`src/rtl/uart_rxb_pkg.sv`:
```
package uart_rxb_pkg;
  localparam int DATA_W  = 8;
  localparam int ERR_W   = 4;
  localparam int ENTRY_W = DATA_W + ERR_W;
  localparam int ADDR_W  = 3;
  localparam int FIFO_EN_BIT = 4;
  localparam int OVR_BIT     = 3;

  localparam logic [ADDR_W-1:0] A_DATA    = 3'd0;
  localparam logic [ADDR_W-1:0] A_STATUS  = 3'd1;
  localparam logic [ADDR_W-1:0] A_FLAGS   = 3'd2;
  localparam logic [ADDR_W-1:0] A_LINECTL = 3'd3;
  localparam logic [ADDR_W-1:0] A_TRIGGER = 3'd4;
endpackage

```
`src/rtl/uart_rxb_store.sv`:
```
module uart_rxb_store #(
  parameter int DEPTH   = 16,
  parameter int ENTRY_W = 12,
  localparam int PTR_W  = (DEPTH > 1) ? $clog2(DEPTH) : 1,
  localparam int CNT_W  = $clog2(DEPTH + 1)
) (
  input  logic               clk,
  input  logic               rst_n,
  input  logic               push_en,
  input  logic               pop_en,
  input  logic               flush,
  input  logic [ENTRY_W-1:0] wr_data,
  output logic [ENTRY_W-1:0] head,
  output logic [CNT_W-1:0]   count
);
  logic [ENTRY_W-1:0] mem_q [DEPTH];
  logic [PTR_W-1:0]   wr_ptr_q, wr_ptr_d;
  logic [PTR_W-1:0]   rd_ptr_q, rd_ptr_d;
  logic [CNT_W-1:0]   cnt_q, cnt_d;

  localparam logic [PTR_W-1:0] PTR_LAST = PTR_W'(DEPTH - 1);

  function automatic logic [PTR_W-1:0] ptr_inc(input logic [PTR_W-1:0] p);
    return (p == PTR_LAST) ? '0 : p + PTR_W'(1);
  endfunction

  always_comb begin
    wr_ptr_d = wr_ptr_q;
    rd_ptr_d = rd_ptr_q;
    cnt_d    = cnt_q;
    if (flush) begin
      wr_ptr_d = '0;
      rd_ptr_d = '0;
      cnt_d    = '0;
    end else begin
      if (push_en) wr_ptr_d = ptr_inc(wr_ptr_q);
      if (pop_en)  rd_ptr_d = ptr_inc(rd_ptr_q);
      case ({push_en, pop_en})
        2'b10:   cnt_d = cnt_q + CNT_W'(1);
        2'b01:   cnt_d = cnt_q - CNT_W'(1);
        default: cnt_d = cnt_q;
      endcase
    end
  end

  always_ff @(posedge clk or negedge rst_n) begin
    if (!rst_n) begin
      wr_ptr_q <= '0;
      rd_ptr_q <= '0;
      cnt_q    <= '0;
    end else begin
      wr_ptr_q <= wr_ptr_d;
      rd_ptr_q <= rd_ptr_d;
      cnt_q    <= cnt_d;
    end
  end

  always_ff @(posedge clk) begin
    if (push_en && !flush) mem_q[wr_ptr_q] <= wr_data;
  end

  assign head  = mem_q[rd_ptr_q];
  assign count = cnt_q;
endmodule

```
`src/rtl/uart_rxb_irq.sv`:
```
module uart_rxb_irq #(
  parameter int CNT_W = 5
) (
  input  logic             clk,
  input  logic             rst_n,
  input  logic             push_en,
  input  logic             pop_en,
  input  logic             flush,
  input  logic [CNT_W-1:0] count,
  input  logic [CNT_W-1:0] trig_level,
  output logic             irq
);
  logic irq_q, irq_d;
  logic [CNT_W-1:0] cnt_inc;

  assign cnt_inc = count + CNT_W'(1);

  always_comb begin
    irq_d = irq_q;
    if (flush)
      irq_d = 1'b0;
    else if (push_en && !pop_en && (cnt_inc == trig_level))
      irq_d = 1'b1;
    else if (pop_en && !push_en && (count == trig_level))
      irq_d = 1'b0;
  end

  always_ff @(posedge clk or negedge rst_n) begin
    if (!rst_n) irq_q <= 1'b0;
    else        irq_q <= irq_d;
  end

  assign irq = irq_q;
endmodule

```
`src/rtl/uart_rxb_ctl.sv`:
```
module uart_rxb_ctl
  import uart_rxb_pkg::*;
#(
  parameter int DEPTH      = 16,
  parameter int TRIG_RESET = 8,
  localparam int CNT_W     = $clog2(DEPTH + 1)
) (
  input  logic               clk,
  input  logic               rst_n,
  input  logic               rx_push,
  input  logic [ADDR_W-1:0]  bus_addr,
  input  logic               bus_rd,
  input  logic               bus_wr,
  input  logic [DATA_W-1:0]  bus_wdata,
  input  logic [ENTRY_W-1:0] head,
  input  logic [CNT_W-1:0]   count,
  output logic               push_en,
  output logic               pop_en,
  output logic               flush,
  output logic               full,
  output logic               empty,
  output logic               fifo_en,
  output logic [ERR_W-1:0]   status,
  output logic [CNT_W-1:0]   trig_level,
  output logic [ENTRY_W-1:0] rdata
);
  localparam logic [CNT_W-1:0] CAP_FIFO = CNT_W'(DEPTH);
  localparam logic [CNT_W-1:0] CAP_ONE  = CNT_W'(1);

  logic [DATA_W-1:0]  lcr_q, lcr_d;
  logic [CNT_W-1:0]   trig_q, trig_d;
  logic [ERR_W-1:0]   stat_q, stat_d;
  logic [ENTRY_W-1:0] last_q, last_d;
  logic [CNT_W-1:0]   capacity;
  logic               wr_lcr, wr_stat, wr_trig, rd_data, drop;

  assign fifo_en  = lcr_q[FIFO_EN_BIT];
  assign capacity = fifo_en ? CAP_FIFO : CAP_ONE;
  assign full     = (count >= capacity);
  assign empty    = (count == '0);

  assign wr_lcr   = bus_wr && (bus_addr == A_LINECTL);
  assign wr_stat  = bus_wr && (bus_addr == A_STATUS);
  assign wr_trig  = bus_wr && (bus_addr == A_TRIGGER);
  assign rd_data  = bus_rd && (bus_addr == A_DATA);

  assign flush    = wr_lcr && (bus_wdata[FIFO_EN_BIT] != lcr_q[FIFO_EN_BIT]);
  assign pop_en   = rd_data && !empty && !flush;
  assign push_en  = rx_push && !full && !flush;
  assign drop     = rx_push && full && !flush;

  assign trig_level = fifo_en ? trig_q : CAP_ONE;
  assign status     = stat_q;

  always_comb begin
    lcr_d  = wr_lcr  ? bus_wdata : lcr_q;
    trig_d = wr_trig ? CNT_W'(bus_wdata) : trig_q;
    last_d = pop_en  ? head : last_q;
    if (pop_en)       stat_d = head[ENTRY_W-1:DATA_W];
    else if (wr_stat) stat_d = '0;
    else              stat_d = stat_q;
    if (drop) stat_d[OVR_BIT] = 1'b1;
  end

  always_ff @(posedge clk or negedge rst_n) begin
    if (!rst_n) begin
      lcr_q  <= '0;
      trig_q <= CNT_W'(TRIG_RESET);
      stat_q <= '0;
      last_q <= '0;
    end else begin
      if (wr_lcr)  lcr_q  <= lcr_d;
      if (wr_trig) trig_q <= trig_d;
      stat_q <= stat_d;
      if (pop_en)  last_q <= last_d;
    end
  end

  always_comb begin
    case (bus_addr)
      A_DATA:    rdata = empty ? last_q : head;
      A_STATUS:  rdata = ENTRY_W'(stat_q);
      A_FLAGS:   rdata = ENTRY_W'({full, empty});
      A_LINECTL: rdata = ENTRY_W'(lcr_q);
      A_TRIGGER: rdata = ENTRY_W'(trig_q);
      default:   rdata = '0;
    endcase
  end
endmodule

```
`src/rtl/uart_rx_buffer.sv`:
```
module uart_rx_buffer
  import uart_rxb_pkg::*;
#(
  parameter int DEPTH      = 16,
  parameter int TRIG_RESET = 8
) (
  input  logic               clk,
  input  logic               rst_n,
  input  logic               rx_push,
  input  logic [ENTRY_W-1:0] rx_char,
  input  logic [ADDR_W-1:0]  bus_addr,
  input  logic               bus_rd,
  input  logic               bus_wr,
  input  logic [DATA_W-1:0]  bus_wdata,
  output logic [ENTRY_W-1:0] bus_rdata,
  output logic               rx_irq
);
  localparam int CNT_W = $clog2(DEPTH + 1);

  logic               push_w, pop_w, flush_w, full_w, empty_w, fifo_en_w;
  logic [ENTRY_W-1:0] head_w;
  logic [CNT_W-1:0]   cnt_w, trig_w;
  logic [ERR_W-1:0]   status_w;

  uart_rxb_store #(.DEPTH(DEPTH), .ENTRY_W(ENTRY_W)) i_store (
    .clk(clk), .rst_n(rst_n), .push_en(push_w), .pop_en(pop_w),
    .flush(flush_w), .wr_data(rx_char), .head(head_w), .count(cnt_w)
  );

  uart_rxb_ctl #(.DEPTH(DEPTH), .TRIG_RESET(TRIG_RESET)) i_ctl (
    .clk(clk), .rst_n(rst_n), .rx_push(rx_push), .bus_addr(bus_addr),
    .bus_rd(bus_rd), .bus_wr(bus_wr), .bus_wdata(bus_wdata),
    .head(head_w), .count(cnt_w), .push_en(push_w), .pop_en(pop_w),
    .flush(flush_w), .full(full_w), .empty(empty_w), .fifo_en(fifo_en_w),
    .status(status_w), .trig_level(trig_w), .rdata(bus_rdata)
  );

  uart_rxb_irq #(.CNT_W(CNT_W)) i_irq (
    .clk(clk), .rst_n(rst_n), .push_en(push_w), .pop_en(pop_w),
    .flush(flush_w), .count(cnt_w), .trig_level(trig_w), .irq(rx_irq)
  );
endmodule

```
`config.mk`:
```
export PLATFORM = sky130hd
export DESIGN_NAME = uart_rx_buffer
export DESIGN_NICKNAME = d
export VERILOG_FILES = /design/src/rtl/uart_rxb_pkg.sv /design/src/rtl/uart_rxb_store.sv /design/src/rtl/uart_rxb_irq.sv /design/src/rtl/uart_rxb_ctl.sv /design/src/rtl/uart_rx_buffer.sv
export SDC_FILE = /design/constraint.sdc
export NUM_CORES = 1
export LEC_CHECK = 0
export ABC_AREA = 1
export CORE_ASPECT_RATIO = 0.8
export CORE_MARGIN = 1
export CORE_UTILIZATION = 55
export DETAILED_ROUTE_END_ITERATION = 16
export PLACE_DENSITY = 0.76
export SLEW_MARGIN = 10
export SYNTH_ARGS = -nofsm -noshare
export SYNTH_HDL_FRONTEND = slang
export SYNTH_SLANG_ARGS = --single-unit
```
`constraint.sdc`:
```
create_clock -name clk -period 2.55 [get_ports clk]
set_input_delay 0.51 -clock clk [delete_from_list [all_inputs] [get_ports clk]]
set_output_delay 0.51 -clock clk [all_outputs]
set_load 0.05 [all_outputs]
```
; After elaboration in Yosys (flattened, before gate mapping)
; Memories as Yosys holds them, arrays and structs flattened.
; Index checks and enable logic that the tools add are counted.
[totals]
output_inout_bits = 13
latchBits = 0
reg_bits = 43
romBits = 0
mem_count = 1
word_cells = 75
ram_bits = 192
[mem_list]
columns = name, depth, word_bits, rd, rd_clocked_by_memory_dff, wr, line_no
row1 = i_store.mem_q, 16, 12, 1, 0, 1, uart_rxb_store.sv:16  ; logic [ENTRY_W-1:0] mem_q [DEPTH];
[op_classes]
n_reduce_logical = 29
shift = 0
n_lt_le_gt_ge = 1
mul = 0
div = 0
bitwise = 0
addsub = 4
n_mux = 20
eq_ne = 11
[ops]
columns = op, count
row1 = $pmux W12 S5, 1
row2 = $mux W4, 8
row3 = $logic_and A1 B1 Y1, 16
row4 = $mux W5, 3
row5 = $mux W12, 1
row6 = $eq A5 B5 Y1, 2
row7 = $pmux W5 S2, 1
row8 = $reduce_bool A3 Y1, 3
row9 = $add A4 B1 Y4 const B, 2
row10 = $eq A4 B4 Y1 const B, 2
row11 = $eq A3 B2 Y1 const B, 2
row12 = $mux W1, 6
row13 = $reduce_bool A2 Y1, 3
row14 = $add A5 B1 Y5 const B, 1
row15 = $ge A5 B5 Y1, 1
row16 = $logic_not A1 Y1, 5
row17 = $logic_not A5 Y1, 1
row18 = $sub A5 B1 Y5 const B, 1
row19 = $eq A3 B1 Y1 const B, 1
row20 = $eq A3 B3 Y1 const B, 1
row21 = $logic_not A3 Y1, 1
row22 = $eq A2 B1 Y1 const B, 1
row23 = $eq A2 B2 Y1 const B, 1
row24 = $ne A1 B1 Y1, 1

; Longest topological paths before layout
; Gate-level depths: netlist of run 1.
[logic_depth]
ltp_word = 11
mapped_depth = 17

; Cells and area by module
; Synthesis of run 1 repeated with hierarchy kept, for this count alone.
[hier_totals]
hier_cells = 1016
hier_area_um2 = 10556.4
[modules_own_cells]
columns = mod, seq_area_each_um2, area_per_inst_um2, cells_per_inst, n_inst
row1 = uart_rxb_store, 6090.8, 8486.9, 717, 1
row2 = uart_rxb_ctl, 726.9, 1785.5, 238, 1
row3 = uart_rxb_irq, 25.0, 284.0, 61, 1

; Least setup slack after synthesis of run 1
; Ideal clock, no wire load.
[synth_path]
path_kind = register to register
from = register i_ctl.lcr_q[4]
to = memory i_store.mem_q[4][0], enable pin
path_slack_ns = -0.272
arrival_ns = 2.426
stages_incl_launch_ff = 12
period_less_slack_ns = 2.822
path_buffers = 2
t_required_ns = 2.154
path_cell_list = dfrtp_1 -> buf_2 -> inv_1 -> ha_1 -> nor2_1 -> nand3_1 -> nand2_1 -> nand3_2 -> clkinv_2 -> nand2_4 -> buf_6 -> nor3_1
[synth_via]
elab_chain_len = 8
word_cells_on_any_way = 11
cone_classes = 1 x order compare / 1 x eq/ne / 3 x mux / 6 x reduce/logical
[synth_rtl]
columns = item, line_no
row1 = "start, declared", uart_rxb_ctl.sv:30  ; logic [DATA_W-1:0] lcr_q, lcr_d;
row2 = "start signal, assigned", uart_rxb_ctl.sv:72  ; if (wr_lcr) lcr_q <= lcr_d;
row3 = $mux W5, uart_rxb_ctl.sv:38  ; assign capacity = fifo_en ? CAP_FIFO : CAP_ONE;
row4 = $ge A5 B5 Y1, uart_rxb_ctl.sv:39  ; assign full = (count >= capacity);
row5 = $logic_not A1 Y1, uart_rxb_ctl.sv:49  ; assign push_en = rx_push && !full && !flush;
row6 = $logic_and A1 B1 Y1 (2 in a row), uart_rxb_ctl.sv:49
row7 = $logic_and A1 B1 Y1 (*), uart_rxb_store.sv:59  ; if (push_en && !flush) mem_q[wr_ptr_q] <= wr_data;
row8 = $mux W1 (*), uart_rxb_store.sv:59
row9 = $mux W1 (implied by the code) (*), uart_rxb_store.sv:59
row10 = "end, declared", uart_rxb_store.sv:16
; Every way passes the cells marked *; elsewhere a longest branch is shown, timed or not.

; Worst setup path in the final report of run 1
[layout_path]
from = register i_store.rd_ptr_q[0]
to = output bus_rdata[11]
[layout_via]
elab_chain_len = 3
[layout_rtl]
columns = item, line_no
row1 = "start, declared", uart_rxb_store.sv:18  ; logic [PTR_W-1:0] rd_ptr_q, rd_ptr_d;
row2 = "start signal, assigned", uart_rxb_store.sv:53  ; rd_ptr_q <= rd_ptr_d;
row3 = $mem_v2 Z16 W12, n/a
row4 = $mux W12, uart_rxb_ctl.sv:81  ; A_DATA: rdata = empty ? last_q : head;
row5 = $pmux W12 S5, uart_rxb_ctl.sv:80  ; case (bus_addr)
row6 = "end, declared", uart_rx_buffer.sv:15  ; output logic [ENTRY_W-1:0] bus_rdata,
; No other way between the ends.

==> results of run 1 <==
## layer usage
layer / vias up / wire, um / track usage, %
met3: 77 / 2580 / 4.82
met4: 0 / 996 / 10.3
met1: 3947 / 11800 / 41.9
met2: 420 / 13200 / 46.1
met5: - / 0 / 0
li1: 3830 / - / -
## through the flow
stage / utilization (%) / hold WS (ns) / cells
detailed placement: 62.6 / 0.464 / 1399
floorplan: - / 0.214 / 1085
finish: 71.5 / 0.119 / 1487
global route: 71.5 / 0.186 / 1486
global placement: 62.6 / 0.460 / 1399
CTS: 70.7 / 0.142 / 1481
## final timing paths
kind,endpoint,cells past startpoint,from
hold reg to reg,i_ctl.last_q[2]$_DFFE_PN0P_,2,i_ctl.last_q[2]$_DFFE_PN0P_
setup reg to reg,i_ctl.status[0]$_DFFE_PN0P_,19,i_store.rd_ptr_q[0]$_DFFE_PN0P_
min in group clk,i_ctl.last_q[2]$_DFFE_PN0P_,2,i_ctl.last_q[2]$_DFFE_PN0P_
hold / removal,i_ctl.lcr_q[5]$_DFFE_PN0P_,1,rst_n
max in group asynchronous,i_ctl.lcr_q[1]$_DFFE_PN0P_,2,rst_n
setup / recovery,bus_rdata[11],11,i_store.rd_ptr_q[0]$_DFFE_PN0P_
## power by group through the flow
| stage | combinational, mW | clock, mW | sequential (mW) |
|---|---|---|---|
| detailed placement | 4.59 | 0 | 4.93 |
| global route | 6.75 | 3.60 | 4.94 |
| floorplan | 2.98 | 0 | 4.85 |
| finish | 6.28 | 3.43 | 4.91 |
| global placement | 4.51 | 0 | 4.92 |
| CTS | 5.88 | 3.44 | 4.88 |
## state kept, by name (all words and copies together) (netlist names)
name / flops
i_irq.irq: 1
i_ctl.status: 4
i_store.wr_ptr_q: 4
i_ctl.trig_q: 5
i_store.rd_ptr_q: 4
i_ctl.last_q: 12
i_store.count: 5
i_ctl.lcr_q: 8
i_store.mem_q: 192
## cells in the mapped netlist, drive strengths merged
| library cell | number | share of area (%) |
|---|---|---|
| a21oi | 16 | 0.78 |
| a22o | 1 | 0.082 |
| buf | 35 | 2.0 |
| clkbuf | 9 | 0.32 |
| clkinv | 4 | 0.25 |
| dfrtp | 42 | 9.8 |
| dfstp | 1 | 0.25 |
| edfxtp | 192 | 54 |
| ha | 12 | 1.4 |
| inv | 92 | 3.2 |
| mux2 | 7 | 0.74 |
| nand2 | 388 | 14 |
| nand3 | 91 | 4.6 |
| nand4 | 2 | 0.12 |
| nor2 | 109 | 4.1 |
| nor3 | 19 | 1.1 |
| o211ai | 7 | 0.54 |
| o21ai | 47 | 2.2 |
| o22ai | 2 | 0.12 |
| o2bb2ai | 1 | 0.082 |
| xnor2 | 1 | 0.082 |
| xor2 | 7 | 0.57 |
## final cells by class
cell class	count	area, um2	share of cell area [%]
clock buffer	27	591	4.34
sequential	235	6850	50.3
timing repair buffer	146	1650	12.1
antenna	1	2.50	0.0184
clock inverter	14	164	1.20
multi-input combinational	710	3650	26.8
tap	258	323	2.37
inverter	96	387	2.84
## worst max-delay path: cells and delay by family (launching register included)
kind,cells,cell delay [ns]
and+or+nand+nor,6,0.59
buffers and inverters,4,0.52
DFF,1,0.59
AOI/OAI and AO/OA,1,0.09
## cell families (layout without fill, tap and decap cells)
logic type | count (synthesis) | after routing
buffers and inverters | 140 | 283
other | 0 | 1
DFF | 235 | 235
xor gates and xnor gates | 8 | 8
muxes | 7 | 7
AOI/OAI and AO/OA | 74 | 74
and+or+nand+nor | 609 | 609
adders and majority gates | 12 | 12
## timing repair
item,in CTS,in global routing
pin swaps,36,25
gates resized for setup,90,47
cloned,9,2
buffers inserted,32,6
setup endpoints to repair,12,28
==> parameters.txt, run 1 <==
Parameter                              Value

Synth
  Sequential cell area fraction in the yosys report ... between 60% and 70%
  Post-synthesis simple-gate area fraction ... about a quarter
  Multiplexer fraction of the synthesized cell area ... less than 1%
  Synthesized instance count ... between 1000 and 1500
  Post-synthesis average cell area ... between 9 and 10 um2
  Share of synthesized cell area in full adder, half adder and majority cells ... between 1 and 1.5%
  Net count after synthesis ... ~1100
  Number of unique standard cell types used by synthesis ... 39
  Main combinational cell family by area after synthesis ... simple AND/OR/NAND/NOR gates
  Share of the synthesized netlist area taken by xor and xnor gates ... less than 1%
  Area of the mapped netlist ... 0.0107 mm2
  Synth Area in Compound Gates ... around 3.8%
  Post-synthesis register bit count ... between 200 and 250
  Total of warnings raised by yosys ... 0

Timing
  Final setup fails ... 16
  Worst max-slew margin expressed relative to the limit ... 42.1%
  Final Critical Period ... 2.81 ns
  Number of pins exceeding their max-slew limit in the final report ... 0
  Crit share post-route ... 110%
  Unrepaired setup endpoints after global routing ... yes
  Maximum operating frequency ... between 300 and 400 MHz
  Worst Slack Setup Final ... -0.259 ns
  Count of endpoints failing hold in the final timing report ... 0
  Slew at the pin with the worst max-slew slack ... between 0.8 and 0.9 ns
  Worst-case clock skew ... ~0.0065 ns
  Post-route setup TNS ... -2.59 ns

Power
  Fraction of power spent switching nets ... a little under two fifths
  Sequential group share of total power ... around a third
  Total power of the final layout ... about 15 mW
  Combinational cell fraction of total power ... approximately 43%
  Reported leakage power ... between 5 and 6 nW
  Cell Int Power ... 9.14 mW
  Net switching power figure ... about 5.5 mW
  PwrDens ... ~1100 mW/mm2
  Clock power share ... 23.5%
  Peak supply drop ... about 0.77 mV

Detailed routing
  Wire length per cell after detailed routing ... slightly below 20 um
  Post-detailed-route via-to-cell ratio ... 5.56
  Iteration count of the initial detailed-routing pass ... 5
  DRC violation total after the first TritonRoute iteration ... a little under 900
  Routed Antenna Nets ... 0
  Aggregate routed wire length ... around 29 mm
  Vias post-DR ... about 8300
  Number of remaining DRC errors ... 0

Critical path
  Worst reg-to-reg setup slack ... -0.14 ns
  CP Cell Sequence ... buf_8 > buf_16 > nor2_4 > nor2_1 > o21ai_1 > nand3_1 > nand2_2 > nand3_2 > nand2_2 > inv_2 > buf_12
  Data required time of the critical path ... around 2.0 ns
  Critical path startpoint category ... flop
  CP max FO ... 7
  Crit-path slowest cell ... dfrtp_4
  Delay of the slowest cell on the worst path ... approximately 0.59 ns
  Critical Path AT ... about 2.3 ns
  Endpoint class of the critical path ... primary output
  Worst Path Class, Setup ... flop to primary output
  Most common cell on crit path ... nand2_2

Placement
  Total of buffers placed on input and output ports ... 40
  Post-Place Worst Slack ... -0.00938 ns
  Dpl hpwl ... ~17 mm
  Dpl cell area ... 0.0119 mm2
  Weighted congestion at the end of routability-driven global placement ... 0.857

Clock network
  Number of buffers created by CTS ... 23
  Clock root cell ... clkbuf_16
  Clock network latency to the later pin of the worst-skew pair ... roughly 0.51 ns
  CTS sink count ... 235
  Number of H-tree branching levels ... 1
  TritonCTS clock tree ... yes
  Clock edge transition at the registers on the reported setup and hold paths ... about 0.060 ns
  Number of buffers inserted by hold repair at cts ... 0
  Buffers from clock root to sink, at most ... 3

Cells and area
  Fraction of final layout cells with drive strength greater than 1 ... between 20 and 25%
  Most frequent cells in the layout ... 336 x nand2_1, 192 x edfxtp_1, 87 x nor2_1
  Layout area overhead ... 27.1%
  Number of fill cells ... approximately 1300
  Post-route cell area ... 0.0136 mm2
  Net total in the final layout ... approximately 1300
  Most frequent standard cell in the layout excluding fill and tap cells ... nand2_1

Floorplanning
  Overall die width ... around 160 um
  Die height ... 127 um
  I/O pin total ... 41
  Initial core utilization ... around 56%
  Die area ... between 0.02 and 0.025 mm2
  Std-Cell Rows ... 45
  Core Area ... 0.0190 mm2

Hold path
  Worst min-delay path class ... input pin to asynchronous set/reset pin

Global route
  Pin count of the biggest net entering global routing ... 38
  First-pass GRT wire length ... 43.9 mm
  Number of antenna violations at the first check in global routing ... 1
  Number of global-route vias before repair ... 8062
  Global route total overflow ... 0
  GRT Total Usage ... 29.5%

Status
  Result of the run ... finished with violations
  Violated checks ... negative setup slack

Job
  Max-cap viol count ... 0
No activity file was read; power rests on OpenSTA's default activity.
==> run 2, diff against run 1 <==
--- a/config.mk
+++ b/config.mk
@@ -10,7 +10,8 @@
 export CORE_MARGIN = 1
 export CORE_UTILIZATION = 55
 export DETAILED_ROUTE_END_ITERATION = 16
-export PLACE_DENSITY = 0.76
+export GPL_TIMING_DRIVEN = 0
+export PLACE_DENSITY_LB_ADDON = 0.12
 export SLEW_MARGIN = 10
 export SYNTH_ARGS = -nofsm -noshare
 export SYNTH_HDL_FRONTEND = slang
==> constraint.sdc (replaced) <==
create_clock -name clk -period 2.4 [get_ports clk]
set_input_delay 0.48 -clock clk [delete_from_list [all_inputs] [get_ports clk]]
set_output_delay 0.48 -clock clk [all_outputs]
set_load 0.05 [all_outputs]
==> run 2 against run 1 <==
Compared with the run above: largest power group unchanged; largest cell class unchanged; the run still ends with negative setup slack left; highest routed layer unchanged; critical path depth increased by 8; power increased by 10%; sequential power increased by 5.3%; worst hold slack improved by 0.36 ns.
==> parameters.txt, run 2 (synthesized netlist as in run 1, its figures left out) <==
Parameter                              Value

Job
  Max-cap viol count ... 0

Detailed routing
  DRC violation total after the first TritonRoute iteration ... between 800 and 900
  Wire length per cell after detailed routing ... 20.3 um
  Post-detailed-route via-to-cell ratio ... about 5.5
  Number of remaining DRC errors ... 0
  Iteration count of the initial detailed-routing pass ... 6
  Routed Antenna Nets ... 0
  Vias post-DR ... slightly above 8000
  Aggregate routed wire length ... 30.5 mm

Critical path
  Critical path startpoint category ... flop
  Depth of the worst register-to-register path ... 19
  FF-to-FF End ... i_ctl.last_q[9]$_DFFE_PN0P_
  Source of the worst register-to-register timing path ... i_store.rd_ptr_q[0]$_DFFE_PN0P_
  CP max FO ... 10
  Data required time of the critical path ... between 2 and 3 ns
  Worst reg-to-reg setup slack ... -0.40 ns
  Worst Path Class, Setup ... flop to flop
  Endpoint class of the critical path ... flop
  Critical Path AT ... 3.26 ns

Clock network
  Clock edge transition at the registers on the reported setup and hold paths ... 0.07 ns
  Buffers from clock root to sink, at most ... 3
  Number of buffers created by CTS ... 25
  Number of H-tree branching levels ... 1
  Clock root cell ... clkbuf_16
  CTS sink count ... 235
  Clock network latency to the later pin of the worst-skew pair ... about 0.51 ns
  TritonCTS clock tree ... yes

Global route
  Global route total overflow ... 0
  Pin count of the biggest net entering global routing ... 24
  Number of antenna violations at the first check in global routing ... 0
  GRT Total Usage ... a little under a third
  First-pass GRT wire length ... 45.1 mm
  Number of global-route vias before repair ... approximately 8000

Timing
  Worst max-slew margin expressed relative to the limit ... between 40% and 50%
  Final Critical Period ... about 2.8 ns
  Unrepaired setup endpoints after global routing ... yes
  Maximum operating frequency ... 357 MHz
  Slew at the pin with the worst max-slew slack ... approximately 0.77 ns
  Final setup fails ... 21
  Worst-case clock skew ... ~0.015 ns
  Crit share post-route ... 117%
  Number of pins exceeding their max-slew limit in the final report ... 0
  Worst Slack Setup Final ... -0.402 ns
  Post-route setup TNS ... -4.68 ns
  Count of endpoints failing hold in the final timing report ... 0

Power
  Reported leakage power ... slightly below 6 nW
  PwrDens ... 1160 mW/mm2
  Peak supply drop ... approximately 0.68 mV

Floorplanning
  Overall die width ... approximately 160 um
  Die height ... around 130 um
  Std-Cell Rows ... 45
  Die area ... 0.0200 mm2
  I/O pin total ... between 40 and 50
  Initial core utilization ... 56.3%
  Core Area ... 0.0190 mm2

Cells and area
  Most frequent cells in the layout ... 354 x nand2_1, 192 x edfxtp_1, 81 x inv_1
  Total area of multi-input combinational cells ... 0.00378 mm2
  Registers with the most flip-flops ... i_store.mem_q x192, i_ctl.last_q x12, i_ctl.lcr_q x8
  Largest register by flop count ... i_store.mem_q
  Layout area overhead ... 29.5%
  Post-Layout Cell Count ... around 1500
  Fraction of final layout cells with drive strength greater than 1 ... around a quarter
  Net total in the final layout ... between 1000 and 1500
  Most frequent standard cell in the layout excluding fill and tap cells ... nand2_1
  Number of fill cells ... around 1300
  Antenna Diode Count ... 0
  Flip-flop count of the largest register after layout ... around 190
  Area taken by flip-flops and latches ... between 0.006 and 0.007 mm2

Placement
  Total of buffers placed on input and output ports ... 40
  Post-Place Worst Slack ... -1.03 ns
  Total instance count after detailed placement ... approximately 1400
  Dpl hpwl ... 18.7 mm
  Weighted congestion at the end of routability-driven global placement ... ~0.86

Status
  Violated checks ... negative setup slack
  Result of the run ... finished with violations

Hold path
  Min-Delay Startpoint ... i_ctl.last_q[4]$_DFFE_PN0P_
  Worst hold path stage count ... 2
  Worst Hold Path EP ... i_ctl.last_q[4]$_DFFE_PN0P_
  Worst min-delay path class ... flop to flop
-- run 2: critical path: stages (launching register included) --
cell and delay, ns:
dfrtp_2 0.45, buf_6 0.17, buf_6 0.16, nand2_1 0.09, nand2_1 0.10, a21oi_1 0.06, nor2_2 0.22, nand2_2 0.11
buf_4 0.15, buf_4 0.12, buf_4 0.12, buf_4 0.13, buf_4 0.14, buf_4 0.13, buf_4 0.12, buf_4 0.12
buf_4 0.12, nand2_1 0.08, nand2_1 0.08, nand2_1 0.06
-- run 2: cell type report --
| type | count | area share (%) |
|---|---|---|
| flip-flops and latches | 235 | 49.4 |
| multi-input cells | 710 | 27.2 |
| repair buffers | 118 | 8.77 |
| clock buffers | 32 | 4.92 |
| plain buffers | 44 | 3.29 |
| inverters | 96 | 2.84 |
| well taps | 258 | 2.33 |
| clock inverters | 13 | 1.25 |
-- run 2: metal layers --
metal / track usage [%] / part of all wire [%] / wire [um]
met1: 46.8 / 43 / 13000
met2: 44.9 / 44 / 13300
met3: 6.42 / 11 / 3240
met4: 9.79 / 3.3 / 998
met5: 0 / 0 / 0
-- run 2: worst max-delay path by stage --
stage                                          from                            end  slack, ns  cells after the start
floorplan                i_ctl.lcr_q[4]$_DFFE_PN0P_  i_store.mem_q[9][0]$_DFFE_PP_      -0.29                     10
global placement         i_ctl.lcr_q[4]$_DFFE_PN0P_  i_store.mem_q[2][3]$_DFFE_PP_      -1.47                     10
detailed placement                      bus_addr[0]                   bus_rdata[5]      -1.03                      8
CTS                 i_store.rd_ptr_q[0]$_DFFE_PN0P_                   bus_rdata[6]      -0.30                     11
global route        i_store.rd_ptr_q[0]$_DFFE_PN0P_    i_ctl.status[1]$_DFFE_PN0P_      -0.44                     20
finish              i_store.rd_ptr_q[0]$_DFFE_PN0P_    i_ctl.last_q[9]$_DFFE_PN0P_      -0.40                     19
-- run 2: stage by stage --
step	power, mW	util (%)	area (um2)	hold WS, ns
after global placement	9.94	60.4	11500	0.457
after global routing	16.8	72.9	13900	0.496
final	16.1	72.9	13900	0.475
after floorplan	8.39	-	10800	0.184
after detailed placement	10.1	61.0	11600	0.460
after CTS	15.4	71.1	13500	0.477
-- run 2: timing repair --
action	CTS	global route
setup endpoints to repair	204	66
pin swaps	45	26
buffers inserted	42	21
hold buffers	1	0
cloned	5	1
gates resized for setup	252	51
endpoints found under the hold margin	20	0
-- run 2: where the power goes --
part | internal [mW] | switching, mW | total (mW)
Sequential | 4.87 | 0.299 | 5.17
Clock | 2.44 | 1.58 | 4.02
Combinational | 2.63 | 4.31 | 6.93
Total | 9.94 | 6.19 | 16.1
